==> config.mk <==
export PLATFORM = sky130hd
export DESIGN_NAME = clk_pair_guard
export DESIGN_NICKNAME = d
export VERILOG_FILES = /design/src/rtl/cpg_pkg.sv /design/src/rtl/cpg_edge_sync.sv /design/src/rtl/cpg_pair_fsm.sv /design/src/rtl/cpg_tally_fsm.sv /design/src/rtl/clk_pair_guard.sv
export SDC_FILE = /design/constraint.sdc
export NUM_CORES = 1
export LEC_CHECK = 0
export ABC_AREA = 1
export BUFFER_PORTS_ARGS = -buffer_cell sky130_fd_sc_hd__buf_2
export CORE_ASPECT_RATIO = 1.5
export CORE_MARGIN = 5
export CORE_UTILIZATION = 39
export CTS_CLUSTER_DIAMETER = 150
export DETAILED_ROUTE_END_ITERATION = 10
export GPL_ROUTABILITY_DRIVEN = 0
export PLACE_DENSITY = 0.54
export SLEW_MARGIN = 0
export SYNTH_ARGS = -nofsm -noshare
export SYNTH_HDL_FRONTEND = slang
export SYNTH_SLANG_ARGS = --single-unit
==> constraint.sdc <==
create_clock -name clk -period 3.4 [get_ports clk]
set_clock_uncertainty 0.2 [all_clocks]
set_input_delay 0.51 -clock clk [delete_from_list [all_inputs] [get_ports clk]]
set_output_delay 0.51 -clock clk [all_outputs]
set_load 0.005 [all_outputs]
==> src/rtl/cpg_pkg.sv <==
package cpg_pkg;

    typedef enum logic [1:0] {
        P_IDLE     = 2'd0,
        P_WAIT_REF = 2'd1,
        P_WAIT_CNT = 2'd2
    } pair_state_t;

    typedef enum logic [1:0] {
        T_NONE = 2'd0,
        T_ONE  = 2'd1,
        T_TWO  = 2'd2,
        T_TRIP = 2'd3
    } tally_state_t;

endpackage

==> src/rtl/cpg_edge_sync.sv <==
module cpg_edge_sync #(
    parameter bit DETECT_RISE = 1'b1,
    parameter int STAGES      = 2
) (
    input  logic clk,
    input  logic rst,
    input  logic async_in,
    output logic edge_pulse
);
    // pipe[STAGES-1] is the synchronised level, pipe[STAGES] its previous value
    logic [STAGES:0] pipe;

    always_ff @(posedge clk) begin
        if (rst) pipe <= '0;
        else     pipe <= {pipe[STAGES-1:0], async_in};
    end

    generate
        if (DETECT_RISE) begin : g_rise
            assign edge_pulse = pipe[STAGES-1] & ~pipe[STAGES];
        end else begin : g_fall
            assign edge_pulse = ~pipe[STAGES-1] & pipe[STAGES];
        end
    endgenerate
endmodule

==> src/rtl/cpg_pair_fsm.sv <==
module cpg_pair_fsm
    import cpg_pkg::*;
#(
    parameter int WINDOW = 8
) (
    input  logic                          clk,
    input  logic                          rst,
    input  logic                          cnt_evt,
    input  logic                          ref_evt,
    output logic                          err_evt,
    output pair_state_t                   state_o,
    output logic [$clog2(WINDOW+1)-1:0]   age_o
);
    localparam int AW = $clog2(WINDOW + 1);
    localparam logic [AW-1:0] LAST = AW'(WINDOW - 1);

    pair_state_t   state_q, state_d;
    logic [AW-1:0] age_q, age_d;

    // state register
    always_ff @(posedge clk) begin
        if (rst) begin
            state_q <= P_IDLE;
            age_q   <= '0;
        end else begin
            state_q <= state_d;
            age_q   <= age_d;
        end
    end

    // next state: open / match / rearm / expire
    always_comb begin
        state_d = state_q;
        age_d   = age_q;
        unique case (state_q)
            P_IDLE: begin
                age_d = '0;
                if (cnt_evt && !ref_evt)      state_d = P_WAIT_REF;
                else if (ref_evt && !cnt_evt) state_d = P_WAIT_CNT;
            end
            P_WAIT_REF: begin
                if (ref_evt) begin
                    if (cnt_evt) age_d = '0;
                    else         state_d = P_IDLE;
                end else if (cnt_evt) begin
                    age_d = '0;
                end else if (age_q == LAST) begin
                    state_d = P_IDLE;
                end else begin
                    age_d = age_q + 1'b1;
                end
            end
            P_WAIT_CNT: begin
                if (cnt_evt) begin
                    if (ref_evt) age_d = '0;
                    else         state_d = P_IDLE;
                end else if (ref_evt) begin
                    age_d = '0;
                end else if (age_q == LAST) begin
                    state_d = P_IDLE;
                end else begin
                    age_d = age_q + 1'b1;
                end
            end
            default: state_d = P_IDLE;
        endcase
    end

    // outputs: a mismatch on rearm-by-same-kind or on expiry
    always_comb begin
        err_evt = 1'b0;
        unique case (state_q)
            P_IDLE:     err_evt = 1'b0;
            P_WAIT_REF: err_evt = !ref_evt && (cnt_evt || age_q == LAST);
            P_WAIT_CNT: err_evt = !cnt_evt && (ref_evt || age_q == LAST);
            default:    err_evt = 1'b0;
        endcase
    end

    assign state_o = state_q;
    assign age_o   = age_q;
endmodule

==> src/rtl/cpg_tally_fsm.sv <==
module cpg_tally_fsm
    import cpg_pkg::*;
(
    input  logic         clk,
    input  logic         rst,
    input  logic         err_evt,
    output tally_state_t tally_o,
    output logic         flag
);
    tally_state_t tally_q, tally_d;

    always_ff @(posedge clk) begin
        if (rst) tally_q <= T_NONE;
        else     tally_q <= tally_d;
    end

    // step transition; T_TRIP absorbs
    always_comb begin
        tally_d = tally_q;
        unique case (tally_q)
            T_NONE:  if (err_evt) tally_d = T_ONE;
            T_ONE:   if (err_evt) tally_d = T_TWO;
            T_TWO:   if (err_evt) tally_d = T_TRIP;
            T_TRIP:  tally_d = T_TRIP;
            default: tally_d = T_NONE;
        endcase
    end

    always_comb begin
        flag = 1'b0;
        unique case (tally_q)
            T_TRIP:  flag = 1'b1;
            default: flag = 1'b0;
        endcase
    end

    assign tally_o = tally_q;
endmodule

==> src/rtl/clk_pair_guard.sv <==
module clk_pair_guard
    import cpg_pkg::*;
#(
    parameter int WINDOW      = 8,
    parameter int SYNC_STAGES = 2
) (
    input  logic clk,
    input  logic rst,
    input  logic cnt_clk_in,
    input  logic ref_clk_in,
    output logic mismatch_flag
);
    localparam int AW = $clog2(WINDOW + 1);

    logic          cnt_evt;
    logic          ref_evt;
    logic          err_evt;
    pair_state_t   pair_state;
    logic [AW-1:0] age;
    tally_state_t  tally;

    cpg_edge_sync #(.DETECT_RISE(1'b1), .STAGES(SYNC_STAGES)) u_cnt_sync (
        .clk(clk), .rst(rst), .async_in(cnt_clk_in), .edge_pulse(cnt_evt)
    );

    cpg_edge_sync #(.DETECT_RISE(1'b0), .STAGES(SYNC_STAGES)) u_ref_sync (
        .clk(clk), .rst(rst), .async_in(ref_clk_in), .edge_pulse(ref_evt)
    );

    cpg_pair_fsm #(.WINDOW(WINDOW)) u_pair (
        .clk(clk), .rst(rst), .cnt_evt(cnt_evt), .ref_evt(ref_evt),
        .err_evt(err_evt), .state_o(pair_state), .age_o(age)
    );

    cpg_tally_fsm u_tally (
        .clk(clk), .rst(rst), .err_evt(err_evt),
        .tally_o(tally), .flag(mismatch_flag)
    );
endmodule

Word-level counts from Yosys, hierarchy flattened
Cells that the tools add are included.
{"block": "op_classes", "addsub": 1, "n_eq_ne": 14, "mux": 24, "bitwise_logic": 4, "reduce_logical": 14}
{"operator": "$mux W4", "count": 7}
{"operator": "$mux W2", "count": 12}
{"operator": "$pmux W4 S3", "count": 1}
{"operator": "$ne A2 B2 Y1 const B", "count": 5}
{"operator": "$reduce_and A3 Y1", "count": 3}
{"operator": "$pmux W2 S4", "count": 1}
{"operator": "$eq A2 B2 Y1 const B", "count": 3}
{"operator": "$pmux W2 S3", "count": 1}
{"operator": "$add A4 B1 Y4 const B", "count": 1}
{"operator": "$eq A2 B1 Y1 const B", "count": 2}
{"operator": "$eq A4 B3 Y1 const B", "count": 1}
{"operator": "$logic_and A1 B1 Y1", "count": 4}
{"operator": "$logic_not A2 Y1", "count": 2}
{"operator": "$ne A3 B1 Y1 const B", "count": 1}
{"operator": "$ne A3 B2 Y1 const B", "count": 1}
{"operator": "$ne A3 B3 Y1 const B", "count": 1}
{"operator": "$reduce_bool A3 Y1", "count": 1}
{"operator": "$and A1 B1 Y1", "count": 2}
{"operator": "$logic_not A1 Y1", "count": 2}
{"operator": "$logic_or A1 B1 Y1", "count": 2}
{"operator": "$not A1 Y1", "count": 2}
{"operator": "$pmux W1 S2", "count": 1}
{"operator": "$mux W1", "count": 1}
{"block": "totals", "register_bits": 14, "input_bits": 4, "out_inout_bits": 1, "wordCells": 62}

Longest topological paths before layout
{"block": "depth", "ltp_word": 7, "ltp_mapped": 10, "depth_no_buf": 10}

Cells and area by module
A second synthesis with hierarchy kept.
{"block": "hier_totals", "hier_cells": 110, "hier_area_um2": 774.5}
{"module": "cpg_pair_fsm", "n_inst": 1, "cells_per_inst": 78, "area_each_um2": 519.2, "seq_area_each_um2": 120.1}
{"module": "cpg_edge_sync at u_ref_sync", "n_inst": 1, "cells_per_inst": 11, "area_each_um2": 92.6, "seq_area_each_um2": 60.1}
{"module": "cpg_edge_sync at u_cnt_sync", "n_inst": 1, "cells_per_inst": 10, "area_each_um2": 86.3, "seq_area_each_um2": 60.1}
{"module": "cpg_tally_fsm", "n_inst": 1, "cells_per_inst": 11, "area_each_um2": 76.3, "seq_area_each_um2": 40.0}

Worst setup path after synthesis
No wires, ideal clock.
{"block": "synth_path", "kind": "register -> register", "start": "register u_pair.state_q[0], in the netlist u_pair.state_o[0]", "end": "register u_pair.age_q[3], in the netlist u_pair.age_o[3]", "setup_ps": 131, "arrival_time_ps": 1253, "t_required_ps": 3069, "setup_slack_ps": 1816, "path_stages_with_launch": 10, "path_buffers": 0, "synth_period_minus_slack_ps": 1584, "cell_sequence": "dfxtp_1 inv_1 ha_1 or2_2 nand2_2 nor2_2 inv_1 nor2_2 nand2_1 a21oi_2"}
{"block": "synth_between", "elab_chain_len": 3, "word_cells_on_any_way": 8, "cone_classes": "4 x eq/ne; 1 x mux; 3 x reduce/logical"}
{"item": "from (decl)", "line": "cpg_pair_fsm.sv:17", "source": "pair_state_t state_q, state_d;"}
{"item": "from (signal assigned)", "line": "cpg_pair_fsm.sv:26", "source": "state_q <= state_d;"}
{"item": "$eq A2 B2 Y1, or another cell as far along", "line": "cpg_pair_fsm.sv:35", "source": "unique case (state_q)"}
{"item": "$ne A3 B3 Y1 (no line), or another cell as far along"}
{"item": "$reduce_and A3 Y1 (no line)"}
{"item": "to (signal assigned)", "line": "cpg_pair_fsm.sv:27", "source": "age_q <= age_d;"}
{"item": "to (decl)", "line": "cpg_pair_fsm.sv:18", "source": "logic [AW-1:0] age_q, age_d;"}
Several ways; a longest one is shown, not always the timed one.
A chain may end at the register's enable or synchronous reset.

Final worst setup path
Ends and elaborated chain as after synthesis.

==> metrics.cfg <==
[status]
status=complete, no violations

[cts]
cts_setup_buffers=0
cts_buffers=3
cts_tree=yes
postCtsHoldBufs=0
cts_root_buffer=clkbuf_4
path_clk_slew_ns=0.08
clock_latency_ns=0.28
cts_resized=0
clock-sinks=14
htree_levels=1
cts_buffer_depth=2

[synthesis]
synthTopCellsByCount=nand2_1 (23), nor2_1 (22), inv_1 (20)
synthAdderAreaFrac=0.09036
ys_async_sr_fraction=0
ys_warn_count=0
synth_area_um2=830.8
ys_types=20
synth.net_count=133
yosys_register_bits=14
synthCells=123
synth_flop_cell=dfxtp_1
yosysSeqAreaShare=0.3373
yosysTopAreaCellShare=0.3373
synth_most_common_cell=nand2_1
synthMuxAreaShare=0
ys_top_cells_by_area=dfxtp_1 (34%), nand2_1 (10%), nor2_1 (9.9%), ha_1 (9.0%), inv_1 (9.0%)
synth_compound_area_frac=0.08283
yosysTopAreaCell=dfxtp_1
synth_enable_flop_cells=0
synthXorXnorAreaFrac=0.01054
avgSynthCellArea_um2=6.754
yosys.area_share.simple=0.3705
synth_top_family_by_area=simple AND/OR/NAND/NOR gates

[detailed_routing]
drt_pass1_iterations=4
wl_met1_um=629
drt_iter0_markers=14
num_vias=731
wl_met3_um=61
routed_via_density=4.809
topRoutingLayerUsed=met4
wl_per_cell_um=10.24
post-route-drc-count=0
ant_nets=0
wl_met2_um=818
wirelength_um=1557

[floorplan]
die_height_um=66.53
fp.dieW_um=47.69
dieArea_um2=3172
coreArea_um2=2027
rows=20
start_util=0.4099
io_pins=5

[placement]
dp_cells=148
port-buffer-count=4
dpl.hpwl_um=1226

[timing]
worstMarginPinSlew_ns=0.2532
drv_slew=0
setup_tns_ns=0
max_freq_mhz=576.2
relSlewSlack=0.8310
setup-violations-final=0
period_minus_slack_ns=1.735
hold_violations=0
holdWs_ns=0.2058
timing.final.crit_share=0.5104
grt_setup_unrepaired=false

[setup_path]
end_kind=flip-flop
rr_worst_depth=9
slowest_delay_ns=0.41
r2r_slack_ns=1.66
crit_path_max_fanout=5
cp.arrival_ns=1.71
r2r-start=u_pair.state_o[0]
r2r_end=u_pair.age_o[3]
crit_start=u_pair.state_o[0]
critPathRequiredTime_ns=3.37
cp_slowest_cell=dfxtp_1
startpoint_type=flip-flop
worstSetupPathType=reg -> reg
crit_path_end=u_pair.age_o[3]
cp_cell_sequence=inv_1 > ha_1 > or2_2 > nand2_2 > nor2_2 > inv_1 > nor2_2 > nand2_1 > a21oi_2

[finish]
diodes=0
nets=141
area_delta_synth_final_pct=9.639
drive_gt1_frac=0.1923
final_cells=152

[pwr]
p_leak_nw=0.4719
ir_drop_uv=182.1
power_density_nw_per_um2=394.3
finalPower_mw=0.3592

[grt]
antenna_found_initial=0
grt_start_max_net_pins=13
grt_pass1_vias=693
grt_usage=0.1207
globalRouteOverflowTotal=0
grt_pass1_wl_um=2746

[job]
max-cap-violations=0

[min_path]
hp-class=reg -> reg

==> area by class of cell <==
| class | instances | area (um2) |
|---|---|---|
| clock buffer | 4 | 36.28 |
| fill | 220 | 1116 |
| inverter | 23 | 86.33 |
| multi-input combinational | 85 | 460.4 |
| sequential | 14 | 280.3 |
| tap | 22 | 27.53 |
| timing repair buffer | 4 | 20.02 |
==> worst max-delay path, delay by kind of cell, from the launching register on <==
kind	cells	cell delay, ns
flip-flops	1	0.41
buffers and inverters	2	0.18
AO/OA/AOI/OAI	1	0.05
adder cells (fa/ha/maj)	1	0.27
AND/OR/NAND/NOR	5	0.51
==> stage by stage <==
stage          setup slack, ns  utilization  instance area (um2)
6_report                 1.665       0.4494                910.9
4_1_cts                  1.678       0.4494                910.9
2_1_floorplan            1.816            -                830.8
3_3_place_gp             1.686       0.4315                874.6
3_5_place_dp             1.685       0.4315                874.6
5_1_grt                  1.522       0.4494                910.9
==> logic make-up (layout without fill, tap and decap cells) <==
family,count (synthesis),count (layout)
DFF,14,14
adders and majority gates,6,6
AOI/OAI and AO/OA,12,12
buffers and inverters,24,31
xor gates and xnor gates,1,1
and+or+nand+nor,66,66
==> layer usage <==
metal,GRT usage,up-vias
met5,0,-
met4,0.08081,0
met3,0.01892,4
met1,0.1238,329
met2,0.2086,13
li1,-,385
==> how the worst min path moves through the flow <==
| stage | end | slack (ns) | startpoint | cells after the start |
|---|---|---|---|---|
| final | u_ref_sync.pipe[1] | 0.21 | u_ref_sync.pipe[0] | 2 |
| after global routing | u_cnt_sync.pipe[1] | 0.22 | u_cnt_sync.pipe[0] | 2 |
| after CTS | u_ref_sync.pipe[1] | 0.21 | u_ref_sync.pipe[0] | 2 |
| after detailed placement | u_ref_sync.pipe[1] | 0.20 | u_ref_sync.pipe[0] | 2 |
| after global placement | u_ref_sync.pipe[1] | 0.19 | u_ref_sync.pipe[0] | 2 |
| after floorplan | u_cnt_sync.pipe[1] | 0.19 | u_cnt_sync.pipe[0] | 2 |
==> cells in the final DEF, fill, tap and decap left out, drive strengths merged <==
cell and instances:
a21oi 7, nand2 28, nand3 10, inv 23
xor2 1, dfxtp 14, o21bai 1, o211ai 1
nor2 27, or2 1, o21ai 3, buf 4
ha 6, clkbuf 4
==> where the power goes <==
group          leakage [nW]  switching [mW]  internal [mW]
registers             0.114         0.00572          0.171
logic                 0.337          0.0401         0.0244
clock network        0.0210          0.0529         0.0652
==> sequential cells by signal (all words and copies together), names as in the netlist <==
register,flops
u_tally.tally_o,2
u_pair.age_o,4
u_cnt_sync.pipe,3
u_ref_sync.pipe,3
u_pair.state_o,2
Power figures use the tool's default switching activity.
